## config.mk

```make
export PLATFORM = sky130hd
export DESIGN_NAME = bp_tournament
export DESIGN_NICKNAME = d
export VERILOG_FILES = /design/src/rtl/bp_pkg.sv /design/src/rtl/bp_ctr_table.sv /design/src/rtl/bp_local_hist.sv /design/src/rtl/bp_tournament.sv
export SDC_FILE = /design/constraint.sdc
export NUM_CORES = 1
export LEC_CHECK = 0
export ABC_AREA = 0
export BUFFER_PORTS_ARGS = -buffer_cell sky130_fd_sc_hd__buf_2
export CAP_MARGIN = 40
export CELL_PAD_IN_SITES_DETAIL_PLACEMENT = 1
export CELL_PAD_IN_SITES_GLOBAL_PLACEMENT = 2
export CORE_ASPECT_RATIO = 1.2
export CORE_MARGIN = 2
export CORE_UTILIZATION = 35
export DETAILED_ROUTE_END_ITERATION = 7
export GPL_TIMING_DRIVEN = 0
export PLACE_DENSITY = 0.77
export SETUP_SLACK_MARGIN = 0.3
export SLEW_MARGIN = 10
export SYNTH_ARGS = -nofsm -noshare
export SYNTH_HDL_FRONTEND = slang
export SYNTH_SLANG_ARGS = --single-unit
```

## constraint.sdc

```tcl
create_clock -name clk -period 7.9 [get_ports clk]
set_input_delay 0.395 -clock clk [delete_from_list [all_inputs] [get_ports clk]]
set_output_delay 0.395 -clock clk [all_outputs]
set_load 0.005 [all_outputs]
```

## src/rtl/bp_pkg.sv

```systemverilog
package bp_pkg;

    typedef logic [1:0] ctr_t;

    localparam ctr_t CTR_WEAK_NT = 2'd1;
    localparam ctr_t CTR_MAX     = 2'd3;
    localparam ctr_t CTR_MIN     = 2'd0;

    // Saturating step of a 2-bit counter.
    function automatic ctr_t ctr_step(input ctr_t c, input logic up);
        ctr_t r;
        if (up) begin
            r = (c == CTR_MAX) ? CTR_MAX : ctr_t'(c + 2'd1);
        end else begin
            r = (c == CTR_MIN) ? CTR_MIN : ctr_t'(c - 2'd1);
        end
        return r;
    endfunction

    // Upper half of the counter range means taken (or global, for the arbiter).
    function automatic logic ctr_high(input ctr_t c);
        return c[1];
    endfunction

endpackage

```

## src/rtl/bp_ctr_table.sv

```systemverilog
module bp_ctr_table
    import bp_pkg::*;
#(
    parameter int IDX_W = 4,
    parameter ctr_t INIT = CTR_WEAK_NT
) (
    input  logic             clk,
    input  logic             rst_n,
    input  logic [IDX_W-1:0] rd_idx,
    output ctr_t             rd_ctr,
    input  logic [IDX_W-1:0] wr_idx,
    input  logic             wr_en,
    input  logic             wr_up,
    output ctr_t             wr_ctr
);
    localparam int ENTRIES = 1 << IDX_W;

    typedef struct packed {
        ctr_t [ENTRIES-1:0] ent;
    } tbl_t;

    tbl_t st_d, st_q;

    always_comb begin
        st_d = st_q;
        if (wr_en) begin
            st_d.ent[wr_idx] = ctr_step(st_q.ent[wr_idx], wr_up);
        end
    end

    always_ff @(posedge clk or negedge rst_n) begin
        if (!rst_n) begin
            for (int i = 0; i < ENTRIES; i++) begin
                st_q.ent[i] <= INIT;
            end
        end else begin
            st_q <= st_d;
        end
    end

    assign rd_ctr = st_q.ent[rd_idx];
    assign wr_ctr = st_q.ent[wr_idx];

endmodule

```

## src/rtl/bp_local_hist.sv

```systemverilog
module bp_local_hist #(
    parameter int IDX_W  = 4,
    parameter int HIST_W = 4
) (
    input  logic              clk,
    input  logic              rst_n,
    input  logic [IDX_W-1:0]  rd_idx,
    output logic [HIST_W-1:0] rd_hist,
    input  logic [IDX_W-1:0]  wr_idx,
    input  logic              wr_en,
    input  logic              wr_bit,
    output logic [HIST_W-1:0] wr_hist
);
    localparam int ENTRIES = 1 << IDX_W;

    typedef struct packed {
        logic [ENTRIES-1:0][HIST_W-1:0] h;
    } lht_t;

    lht_t st_d, st_q;

    always_comb begin
        st_d = st_q;
        if (wr_en) begin
            if (HIST_W > 1) begin
                st_d.h[wr_idx] = {st_q.h[wr_idx][HIST_W-2:0], wr_bit};
            end else begin
                st_d.h[wr_idx] = HIST_W'(wr_bit);
            end
        end
    end

    always_ff @(posedge clk or negedge rst_n) begin
        if (!rst_n) begin
            st_q <= '0;
        end else begin
            st_q <= st_d;
        end
    end

    assign rd_hist = st_q.h[rd_idx];
    assign wr_hist = st_q.h[wr_idx];

endmodule

```

## src/rtl/bp_tournament.sv

```systemverilog
module bp_tournament
    import bp_pkg::*;
#(
    parameter int PC_W   = 32,
    parameter int PC_LSB = 2,
    parameter int HIST_W = 4
) (
    input  logic            clk,
    input  logic            rst_n,
    input  logic [PC_W-1:0] lk_pc,
    input  logic            upd_valid,
    input  logic [PC_W-1:0] upd_pc,
    input  logic            upd_taken,
    output logic            pred_taken,
    output logic            pred_src
);
    localparam int IDX_W = HIST_W;

    typedef struct packed {
        logic [HIST_W-1:0] ghr;
    } top_st_t;

    top_st_t st_d, st_q;

    logic [IDX_W-1:0]  l_pidx, u_pidx;
    logic [HIST_W-1:0] l_lh, u_lh;
    logic [HIST_W-1:0] ghr_q;
    logic [IDX_W-1:0]  g_rd_idx, l_rd_idx, g_wr_idx, l_wr_idx;
    ctr_t              g_rd_ctr, l_rd_ctr, ch_rd_ctr;
    ctr_t              g_upd_ctr, l_upd_ctr, ch_upd_ctr;
    logic              g_ok, l_ok, ch_en;

    assign l_pidx = lk_pc[PC_LSB +: IDX_W];
    assign u_pidx = upd_pc[PC_LSB +: IDX_W];
    assign ghr_q  = st_q.ghr;

    assign g_rd_idx = l_pidx ^ ghr_q;
    assign l_rd_idx = l_pidx ^ l_lh;
    assign g_wr_idx = u_pidx ^ ghr_q;
    assign l_wr_idx = u_pidx ^ u_lh;

    bp_local_hist #(.IDX_W(IDX_W), .HIST_W(HIST_W)) u_lht (
        .clk    (clk),
        .rst_n  (rst_n),
        .rd_idx (l_pidx),
        .rd_hist(l_lh),
        .wr_idx (u_pidx),
        .wr_en  (upd_valid),
        .wr_bit (upd_taken),
        .wr_hist(u_lh)
    );

    bp_ctr_table #(.IDX_W(IDX_W), .INIT(CTR_WEAK_NT)) u_gpht (
        .clk   (clk),
        .rst_n (rst_n),
        .rd_idx(g_rd_idx),
        .rd_ctr(g_rd_ctr),
        .wr_idx(g_wr_idx),
        .wr_en (upd_valid),
        .wr_up (upd_taken),
        .wr_ctr(g_upd_ctr)
    );

    bp_ctr_table #(.IDX_W(IDX_W), .INIT(CTR_WEAK_NT)) u_lpht (
        .clk   (clk),
        .rst_n (rst_n),
        .rd_idx(l_rd_idx),
        .rd_ctr(l_rd_ctr),
        .wr_idx(l_wr_idx),
        .wr_en (upd_valid),
        .wr_up (upd_taken),
        .wr_ctr(l_upd_ctr)
    );

    // Correctness of each component on the pre-update state.
    assign g_ok  = (ctr_high(g_upd_ctr) == upd_taken);
    assign l_ok  = (ctr_high(l_upd_ctr) == upd_taken);
    assign ch_en = upd_valid & (g_ok ^ l_ok);

    bp_ctr_table #(.IDX_W(IDX_W), .INIT(CTR_WEAK_NT)) u_chooser (
        .clk   (clk),
        .rst_n (rst_n),
        .rd_idx(l_pidx),
        .rd_ctr(ch_rd_ctr),
        .wr_idx(u_pidx),
        .wr_en (ch_en),
        .wr_up (g_ok),
        .wr_ctr(ch_upd_ctr)
    );

    always_comb begin
        st_d = st_q;
        if (upd_valid) begin
            if (HIST_W > 1) begin
                st_d.ghr = {st_q.ghr[HIST_W-2:0], upd_taken};
            end else begin
                st_d.ghr = HIST_W'(upd_taken);
            end
        end
    end

    always_ff @(posedge clk or negedge rst_n) begin
        if (!rst_n) begin
            st_q <= '0;
        end else begin
            st_q <= st_d;
        end
    end

    assign pred_src   = ctr_high(ch_rd_ctr);
    assign pred_taken = pred_src ? ctr_high(g_rd_ctr) : ctr_high(l_rd_ctr);

endmodule

```

==> out/qor.yml <==
setup_viol: 0
grt_pass1_vias: 7231
dpl_cell_area_um2: 10300
grt.busiest_layer: "met2"
synth-edff-count: 0
cts_tree: "built"
slew-limit-headroom_pct: 42.6
cts.sinks: 164
dp_hpwl_um: 20900
fp.coreArea_um2: 27200
ys_async_sr_fraction_pct: 100
avgSynthCellArea_um2: 11.9
cpMostUsedCell: "mux4_2"
htree_levels: 4
clock_skew_ps: 19.3
die_x_um: 156
vias_per_cell: 5.71
hold_slack_ps: 473
setup_tns_ps: 0
seqCellArea_um2: 4160
cts_buffers: 17
crit_buf_inv: 3
drt_iter0_drc: 342
drive_gt1_share_pct: 37.7
required_ps: 7510
power.total_uw: 3540
crit_start: "lk_pc[2]"
diodes: 0
grt_first_pass_wirelength_um: 44200
cp_cell_sequence: "clkbuf_1 > buf_2 > mux4_2 > mux4_2 > xnor2_1 > mux4_2 > mux2_2 > o21ai_0 > o21ai_0 > buf_2"
slowest_stage: "mux4_2"
port_buffers: 8
gr-total-overflow: 0
drc_errors: 0
cts_setup_buffers: 0
hold_viol: 0
grt_util_met1_pct: 26.4
clock_path_buffers: 2
crit_family: "multiplexers"
nets: 924
cts_root_buf: "clkbuf_16"
crit_arrival_ps: 4190
grt_util_met3_pct: 3.11
outcome: "finished, final reports clean"
grtUsageTotal_pct: 20.2
ios: 70
antenna_found_initial: 0
netlist.area_leader.share_pct: 29.9
die_area_um2: 29100
layout.cells.non_filler: 1209
die_h_um: 186
synth.distinct_cells: 66
power_density_nw_per_um2: 325
p_leak_uw: 0.00443
holdBufCountCts: 1
clk_latency_ps: 450
min_period_ps: 4590
critical_path_cell_count: 10
cp-end-kind: "primary output"
ant_nets: 0
ir_drop_mv: 0.143
synth_ff_type: "dfrtp_1"
yosys_warnings: 0
final_cell_area_um2: 10900
dp_cells: 1176
synth-seq-cells: 164
worst-setup-path-type: "input port to primary output"
cts_resized: 0
start_kind: "input port"
synth_area_leader_cell: "dfrtp_1"
synth_area_um2: 9710
synth_cells: 813
vias: 6901
synth_nets: 881
max_freq_ghz: 0.218
area_delta_synth_final_pct: 12.3
routabilityCongestion: 0.851
slowest_delay_ps: 610
slew_viol_final: 0
netlist_top_cells_area: "dfrtp_1 (30%), mux2_2 (14%), dfstp_2 (13%)"
rsz0062_at_grt: "false"
grt_max_degree: 103
maxCapViolations: 0
wire_per_inst_um: 23.5
clk_pin_slew_ps: 70
tightest_slew_ps: 861
r2r_start: "u_lht.st_q[52]"
multiInputGateArea_um2: 5240
min_path_type: "input port to asynchronous set/reset pin"
num_rows: 66
first_pass_iters: 5
nFillCells: 2886
cp_max_fo: 10
routed_wirelength_um: 28400
reg2regPathDepth: 10
met2_usage_pct: 34.4
period_share_pct: 58.1
yosysSeqAreaShare_pct: 42.9
start_util_pct: 35.7
-- state kept, by name, indices dropped and copies added, names as in the netlist --
register,flops
ghr_q,4
u_chooser.st_q,32
u_gpht.st_q,32
u_lht.st_q,64
u_lpht.st_q,32
-- synthesized netlist by cell type, drive strengths merged, types with 3 or more instances --
cell type / number
mux2: 136
buf: 23
mux4: 56
nand3: 19
a22o: 4
or2: 4
nand2b: 5
dfrtp: 116
nand2: 63
o22ai: 3
o211ai: 3
maj3: 5
a21oi: 38
clkbuf: 25
and4: 3
mux2i: 42
a211oi: 4
a22oi: 6
nor2b: 7
nor3b: 3
or3: 8
o2111ai: 3
o21ai: 33
nor2: 84
dfstp: 48
nor3: 14
xor2: 6
inv: 10
nand4: 5
xnor2: 6
-- worst paths after layout --
path / to / slack (ps)
min in group clk: u_lht.st_q[17] / 510
worst min-delay path: u_lht.st_q[25] / 470
worst max register to register: u_chooser.st_q[1] / 4010
worst max-delay path: pred_taken / 3310
max in group asynchronous: u_gpht.st_q[2] / 6510
worst min register to register: u_lht.st_q[17] / 510
-- metal layers --
metal  wire (um)  vias up
met2       14400      107
met5           0        -
li1            -     3129
met1       12600     3634
met4         615        0
met3         755       31
-- through the flow --
| step | setup slack [ps] | util (%) |
|---|---|---|
| final | 3310 | 40.1 |
| after global routing | 3060 | 40.1 |
| after CTS | 3160 | 40.1 |
| after detailed placement | 3170 | 38.0 |
| after global placement | 3180 | 37.4 |
| after floorplan | 4190 | - |
-- final cells by class --
cell class                 count  area share, %
timing repair buffer          24           1.87
clock inverter                12           1.11
tap                          340           3.90
buffer                        48           2.47
multi-input combinational    591           48.0
sequential                   164           38.2
inverter                      10          0.344
clock buffer                  20           4.10
-- cell usage in the layout, fill, tap and decap left out, drive strengths merged, types with 3 or more instances in the layout --
cell     instances
mux2           136
nand4            5
dfrtp          116
inv             14
nor3b            3
clkbuf          45
o21ai           33
o22ai            3
nor2            84
clkinv           5
mux2i           42
a21oi           38
o211ai           3
o2111ai          3
nand3           19
dfstp           48
buf             46
a22o             4
a211oi           4
xor2             6
nand2b           5
mux4            56
maj3             5
nand2           63
and4             3
or2              4
a22oi            6
or3              8
nor3            14
xnor2            6
nor2b            7
-- power by group --
| part | switching (uW) | internal (uW) |
|---|---|---|
| logic | 631 | 636 |
| clock network | 376 | 448 |
| registers | 229 | 1220 |
| total | 1240 | 2310 |
-- cells by family (layout without fill, tap and decap cells) --
| logic type | after synthesis | count (layout) | share of synthesized area, % |
|---|---|---|---|
| simple gates | 224 | 224 | 10.6 |
| xor+xnor | 12 | 12 | 1.16 |
| compound gates | 116 | 116 | 7.87 |
| flops | 164 | 164 | 42.9 |
| fa+ha+maj | 5 | 5 | 0.541 |
| buf+inv | 58 | 114 | 3.16 |
| mux | 234 | 234 | 33.8 |
Power figures use the tool's default switching activity.
